## src/rtl/byte_io_pkg.sv

```systemverilog
// Package: shared phase encoding for the byte-wide I/O bus master.
// Assumes one bus phase per clock cycle.
package byte_io_pkg;
    typedef enum logic [2:0] {
        PH_IDLE  = 3'd0,
        PH_PRIME = 3'd1,
        PH_AHI   = 3'd2,
        PH_ALO   = 3'd3,
        PH_DATA  = 3'd4
    } phase_e;
endpackage

```

## src/rtl/bio_sequencer.sv

```systemverilog
// Phase sequencer: accepts a request while idle, stores its fields and
// steps through prime, address-high, address-low and data phases.
// Assumes start is ignored in any phase other than idle.
module bio_sequencer
    import byte_io_pkg::*;
#(
    parameter int DATA_W = 8,
    localparam int ADDR_W = 2 * DATA_W
) (
    input  logic              clk,
    input  logic              rst_n,
    input  logic              start,
    input  logic              rd_nwr,
    input  logic [ADDR_W-1:0] port_addr,
    input  logic [DATA_W-1:0] wr_data,
    output phase_e            phase,
    output logic              dir_q,
    output logic [ADDR_W-1:0] addr_q,
    output logic [DATA_W-1:0] wdat_q
);
    phase_e phase_n;

    // Next-phase selection.
    always_comb begin
        unique case (phase)
            PH_IDLE:  phase_n = start ? PH_PRIME : PH_IDLE;
            PH_PRIME: phase_n = PH_AHI;
            PH_AHI:   phase_n = PH_ALO;
            PH_ALO:   phase_n = PH_DATA;
            default:  phase_n = PH_IDLE;
        endcase
    end

    // Phase register.
    always_ff @(posedge clk) begin
        if (!rst_n) phase <= PH_IDLE;
        else        phase <= phase_n;
    end

    // Request field storage, loaded only on acceptance.
    always_ff @(posedge clk) begin
        if (!rst_n) begin
            dir_q  <= 1'b0;
            addr_q <= '0;
            wdat_q <= '0;
        end else if (phase == PH_IDLE && start) begin
            dir_q  <= rd_nwr;
            addr_q <= port_addr;
            wdat_q <= wr_data;
        end
    end


    prime_then_ahi_chk: assert property (@(posedge clk) disable iff (!rst_n)
        (phase == PH_PRIME) |=> (phase == PH_AHI));


    fields_held_chk: assert property (@(posedge clk) disable iff (!rst_n)
        (phase != PH_IDLE) |=> ($stable(addr_q) && $stable(wdat_q) && $stable(dir_q)));
endmodule

```

## src/rtl/bio_driver.sv

```systemverilog
// Bus driver: selects the byte, mode-select level and output enable for
// the current phase. Purely combinational; assumes the stored request fields.
module bio_driver
    import byte_io_pkg::*;
#(
    parameter int DATA_W = 8,
    localparam int ADDR_W = 2 * DATA_W
) (
    input  phase_e            phase,
    input  logic              dir_q,
    input  logic [ADDR_W-1:0] addr_q,
    input  logic [DATA_W-1:0] wdat_q,
    output logic              bus_ms,
    output logic [DATA_W-1:0] bus_out,
    output logic              bus_oe
);
    logic [DATA_W-1:0] addr_hi;
    logic [DATA_W-1:0] addr_lo;

    // Address byte split, high byte first.
    always_comb begin
        addr_hi = addr_q[ADDR_W-1:DATA_W];
        addr_lo = addr_q[DATA_W-1:0];
    end

    // Per-phase byte, mode-select and enable.
    always_comb begin
        bus_ms  = 1'b0;
        bus_oe  = 1'b0;
        bus_out = '0;
        unique case (phase)
            PH_PRIME: bus_ms = 1'b1;
            PH_AHI: begin
                bus_ms  = 1'b1;
                bus_oe  = 1'b1;
                bus_out = addr_hi;
            end
            PH_ALO: begin
                bus_ms  = dir_q;
                bus_oe  = 1'b1;
                bus_out = addr_lo;
            end
            PH_DATA: begin
                bus_oe  = !dir_q;
                bus_out = dir_q ? '0 : wdat_q;
            end
            default: ;
        endcase
    end
endmodule

```

## src/rtl/bio_capture.sv

```systemverilog
// Read capture: samples the bus at the end of a read data phase and
// raises a one-cycle done strobe after every data phase.
module bio_capture
    import byte_io_pkg::*;
#(
    parameter int DATA_W = 8
) (
    input  logic              clk,
    input  logic              rst_n,
    input  phase_e            phase,
    input  logic              dir_q,
    input  logic [DATA_W-1:0] bus_in,
    output logic              done,
    output logic [DATA_W-1:0] rd_data
);
    // Completion strobe and read-byte register.
    always_ff @(posedge clk) begin
        if (!rst_n) begin
            done    <= 1'b0;
            rd_data <= '0;
        end else begin
            done <= (phase == PH_DATA);
            if (phase == PH_DATA && dir_q) rd_data <= bus_in;
        end
    end


    read_sample_chk: assert property (@(posedge clk) disable iff (!rst_n)
        (phase == PH_DATA && dir_q) |=> (rd_data == $past(bus_in)));


    done_pulse_chk: assert property (@(posedge clk) disable iff (!rst_n)
        done |=> !done);
endmodule

```

## src/rtl/byte_io_master.sv

```systemverilog
// Top: byte-wide multiplexed I/O bus master. Sends a 16-bit port address
// as two bytes after a priming phase, then writes or reads one byte.
// Assumes an external buffer merges bus_out/bus_oe/bus_in into one wire.
module byte_io_master
    import byte_io_pkg::*;
#(
    parameter int DATA_W = 8,
    localparam int ADDR_W = 2 * DATA_W
) (
    input  logic              clk,
    input  logic              rst_n,
    input  logic              start,
    input  logic              rd_nwr,
    input  logic [ADDR_W-1:0] port_addr,
    input  logic [DATA_W-1:0] wr_data,
    output logic              busy,
    output logic              done,
    output logic [DATA_W-1:0] rd_data,
    output logic              bus_ms,
    output logic [DATA_W-1:0] bus_out,
    output logic              bus_oe,
    input  logic [DATA_W-1:0] bus_in
);
    phase_e            phase;
    logic              dir_q;
    logic [ADDR_W-1:0] addr_q;
    logic [DATA_W-1:0] wdat_q;

    bio_sequencer #(.DATA_W(DATA_W)) u_seq (
        .clk(clk), .rst_n(rst_n), .start(start), .rd_nwr(rd_nwr),
        .port_addr(port_addr), .wr_data(wr_data),
        .phase(phase), .dir_q(dir_q), .addr_q(addr_q), .wdat_q(wdat_q)
    );

    bio_driver #(.DATA_W(DATA_W)) u_drv (
        .phase(phase), .dir_q(dir_q), .addr_q(addr_q), .wdat_q(wdat_q),
        .bus_ms(bus_ms), .bus_out(bus_out), .bus_oe(bus_oe)
    );

    bio_capture #(.DATA_W(DATA_W)) u_cap (
        .clk(clk), .rst_n(rst_n), .phase(phase), .dir_q(dir_q),
        .bus_in(bus_in), .done(done), .rd_data(rd_data)
    );

    // Busy flag: any non-idle phase.
    always_comb busy = (phase != PH_IDLE);


    oe_idle_chk: assert property (@(posedge clk) disable iff (!rst_n)
        !busy |-> !bus_oe);


    busy_start_ignored_chk: assert property (@(posedge clk) disable iff (!rst_n)
        (busy && !done && phase != PH_DATA && start) |=> busy);
endmodule

```

## config.mk

```make
export PLATFORM = sky130hd
export DESIGN_NAME = byte_io_master
export DESIGN_NICKNAME = d
export VERILOG_FILES = /design/src/rtl/byte_io_pkg.sv /design/src/rtl/bio_sequencer.sv /design/src/rtl/bio_driver.sv /design/src/rtl/bio_capture.sv /design/src/rtl/byte_io_master.sv
export SDC_FILE = /design/constraint.sdc
export NUM_CORES = 1
export LEC_CHECK = 0
export BUFFER_PORTS_ARGS = -buffer_cell sky130_fd_sc_hd__buf_2
export CAP_MARGIN = 25
export CORE_UTILIZATION = 32
export CTS_CLUSTER_SIZE = 16
export DETAILED_ROUTE_END_ITERATION = 6
export SLEW_MARGIN = 15
export SYNTH_ARGS = -nofsm -noshare
export SYNTH_HDL_FRONTEND = slang
export SYNTH_SLANG_ARGS = --single-unit
```

## constraint.sdc

```tcl
create_clock -name clk -period 1.34 [get_ports clk]
set_input_delay 0.268 -clock clk [delete_from_list [all_inputs] [get_ports clk]]
set_output_delay 0.268 -clock clk [all_outputs]
set_load 0.05 [all_outputs]
```

==> summary.md <==
| Metric | Value |
|---|---|
| Synthesized area | `0.00173 mm²` |
| Fin crit period | `about 1.8 ns` |
| Row count | `26` |
| Synth Area in XOR/XNOR | `0.505%` |
| DR DRC count | `0` |
| CTS tree | `done` |
| Syn nets | `between 200 and 250` |
| Largest family of logic cells by synthesized area | `simple AND/OR/NAND/NOR gates` |
| # diodes | `0` |
| Primary FF master, synth | `dfxtp_1` |
| Die height | `between 70 and 80 µm` |
| Status | `complete, but fails checks` |
| CTS Buf Count | `5` |
| Mux cell area share after synthesis | `19.1%` |
| PD cells | `1210 mW/mm²` |
| Post-Synth Simple-Gate Area | `26.0%` |
| RSZ-0062 raised after global routing | `yes` |
| Multi-input logic area | `around 930 µm²` |
| Clock-pin slew on the worst setup and hold paths | `roughly 0.07 ns` |
| Largest net degree at the start of global routing | `29` |
| Register area share after synthesis | `between 40 and 50%` |
| Asr flop ratio synth | `0%` |
| H-tree levels | `2` |
| Period utilisation layout | `131%` |
| Maximum buffer depth of the clock tree | `2` |
| Final hold viol count | `0` |
| Syn_area_per_cell | `around 9.4 µm²` |
| Yosys warning count | `0` |
| Skew-Pair Late Insertion Delay | `0.28 ns` |
| Std-Cell Core Area | `just over 0.005 mm²` |
| Pleak | `approximately 1.2 nW` |
| Via density | `4.53` |
| Setup WS pre-CTS | `-0.193 ns` |
| Crit-path max FO | `6` |
| Top-count cell post-synth | `nand2_1` |
| Layout cells sized above 1 | `between 40% and 50%` |
| Final setup fails | `31` |
| I/O pin count | `56` |
| Max-Cap Viols | `0` |
| CTS root buffer | `clkbuf_8` |
| Leading area contributor after synthesis | `dfxtp_1` |
| Nets | `just under 300` |
| Synth-to-Final Area Change | `47.2%` |
| Yosys reg bits | `37` |
| CP Launch Type | `flop` |
| Failing checks | `setup timing` |
| Die ar. | `0.00571 mm²` |
| CP arrival | `between 1 and 1.5 ns` |
| Final GP Congestion | `0.737` |
| Sequential Area | `approximately 750 µm²` |
| Hold Crit Class | `input pin to flop` |
| Drt wl/cell | `between 10 and 15 µm` |
| Worst endpoint required time | `around 1.1 ns` |
| First-pass GRT wire length | `about 6400 µm` |
| Yosys top cell area share | `between 40% and 50%` |
| Count of different cell masters after synthesis | `23` |
| Worst setup EP type | `output port` |
| Post-Synth Adder-Cell Area | `0%` |
| Initial antenna violation count | `0` |
| IO buf count | `between 50 and 60` |
| Num Clock Sinks | `37` |
| Detailed Route WL | `between 4000 and 5000 µm` |
| DR iter-0 viols | `74` |
| Compound-gate portion of the synthesized area | `a little over 5%` |
| Global route overflow | `0` |
| Slack of the critical path | `-0.416 ns` |
| Post-route antenna net violation count | `0` |
| Final Skew | `around 0.0035 ns` |
| Die Wd | `75.6 µm` |
| Syn Inst Count | `approximately 180` |
| Number of flops mapped to enable cells by yosys | `0` |
| Slew headroom | `roughly four fifths` |
| Hold Buf Count CTS | `0` |
| Fillers | `between 500 and 600` |
| Hold WS | `~0.22 ns` |
| Worst vdd ir | `between 0.0006 and 0.0007 V` |
| DR pass1 iterations | `4` |
| Slew Viols, Final | `0` |
| Slew @ Worst Pin | `between 0.2 and 0.3 ns` |
| Initial Utilization | `roughly a third` |
| Setup Crit Path Kind | `flop to output port` |
| Post-synth top cells | `nand2_1, dfxtp_1, mux2i_1` |
| Dpl hpwl | `approximately 2800 µm` |
| Overall routing resource usage | `between 15 and 20%` |
| Fmax | `between 0.5 and 0.6 GHz` |
| Largest cells by area after synthesis | `dfxtp_1, mux2i_1, nand2_1` |
| Vias in the first global route | `around 1300` |
| Vias | `1492` |
-- layer usage --
layer | vias to the layer above | share of wire [%] | GRT usage [%]
met2 | 37 | 47 | 24.8
met1 | 675 | 47 | 19.5
met5 | - | 0 | 0
li1 | 776 | - | -
met3 | 4 | 5.4 | 4.89
met4 | 0 | 0.82 | 4.94
-- critical path: stages (launching register included) --
cell,delay (ns)
dfxtp_4,0.40
buf_4,0.15
and4b_1,0.19
a221o_2,0.32
buf_8,0.16
-- metrics by stage --
stage | instance area, µm² | setup TNS (ns) | power, W | instances | util (%)
finish | 2550 | -5.25 | 0.00308 | 329 | 49.3
global route | 2550 | -8.07 | 0.00326 | 329 | 49.3
CTS | 2510 | -6.10 | 0.00308 | 327 | 48.5
detailed placement | 2180 | -3.57 | 0.00207 | 312 | 42.1
global placement | 2180 | -3.25 | 0.00206 | 312 | 42.1
floorplan | 1780 | -1.02 | 0.00188 | 184 | -
-- cells in the final DEF, fill, tap and decap left out --
| cell | count |
|---|---|
| a221o_2 | 8 |
| dfxtp_1 | 33 |
| clkbuf_8 | 5 |
| buf_8 | 12 |
| nor3_4 | 1 |
| dfxtp_2 | 1 |
| o21ba_1 | 1 |
| buf_2 | 44 |
| dfxtp_4 | 3 |
| and4b_1 | 8 |
| xnor2_1 | 1 |
| and3_1 | 2 |
| clkbuf_1 | 3 |
| nor4b_4 | 2 |
| nor2b_1 | 1 |
| mux2i_1 | 33 |
| buf_6 | 9 |
| buf_16 | 2 |
| buf_12 | 2 |
| or3_4 | 1 |
| nand2b_1 | 1 |
| and3b_2 | 1 |
| and4bb_4 | 1 |
| buf_4 | 14 |
| nor2_1 | 2 |
| or2_4 | 1 |
| nor3b_4 | 1 |
| nand2_1 | 66 |
-- registers in the layout, indices dropped and copies added (netlist names) --
register and cells:
u_cap.rd_data 8, u_seq.phase 3, u_seq.dir_q 1, u_seq.wdat_q 8, u_cap.done 1, u_seq.addr_q 16
-- worst paths after layout --
kind	startpoint	end	slack (ns)	depth (start not counted)
max reg2reg	u_seq.phase[2]	u_seq.addr_q[13]	-0.09	6
min reg2reg	u_cap.rd_data[6]	u_cap.rd_data[6]	0.46	2
min	rd_nwr	u_seq.dir_q	0.22	3
max	u_seq.phase[2]	bus_out[7]	-0.42	4
-- cell families (layout without fill, tap and decap cells) --
logic type / after synthesis / count (layout)
AND/OR/NAND/NOR: 88 / 88
flip-flops: 37 / 37
multiplexers: 33 / 33
buffers and inverters: 16 / 91
AO/OA/AOI/OAI: 9 / 9
XOR/XNOR: 1 / 1
-- power by group --
part	total, W	switching (W)	internal [W]
logic	0.00107	0.000493	0.000580
clock network	0.000726	0.000357	0.000369
registers	0.00128	0.0000743	0.00121
-- layout make-up --
cell class / instances / area share (%)
repair buffers: 83 / 27.5
multi-input cells: 131 / 36.4
flip-flops and latches: 37 / 29.5
well taps: 70 / 3.43
clock buffers: 8 / 3.14
-- timing repair --
action | CTS | global route
buffers inserted | 4 | 3
pin swaps | 13 | 5
resized for setup | 47 | 9
gates cloned | 3 | 0
setup endpoints to repair | 44 | 38
No activity file was read; power rests on OpenSTA's default activity.
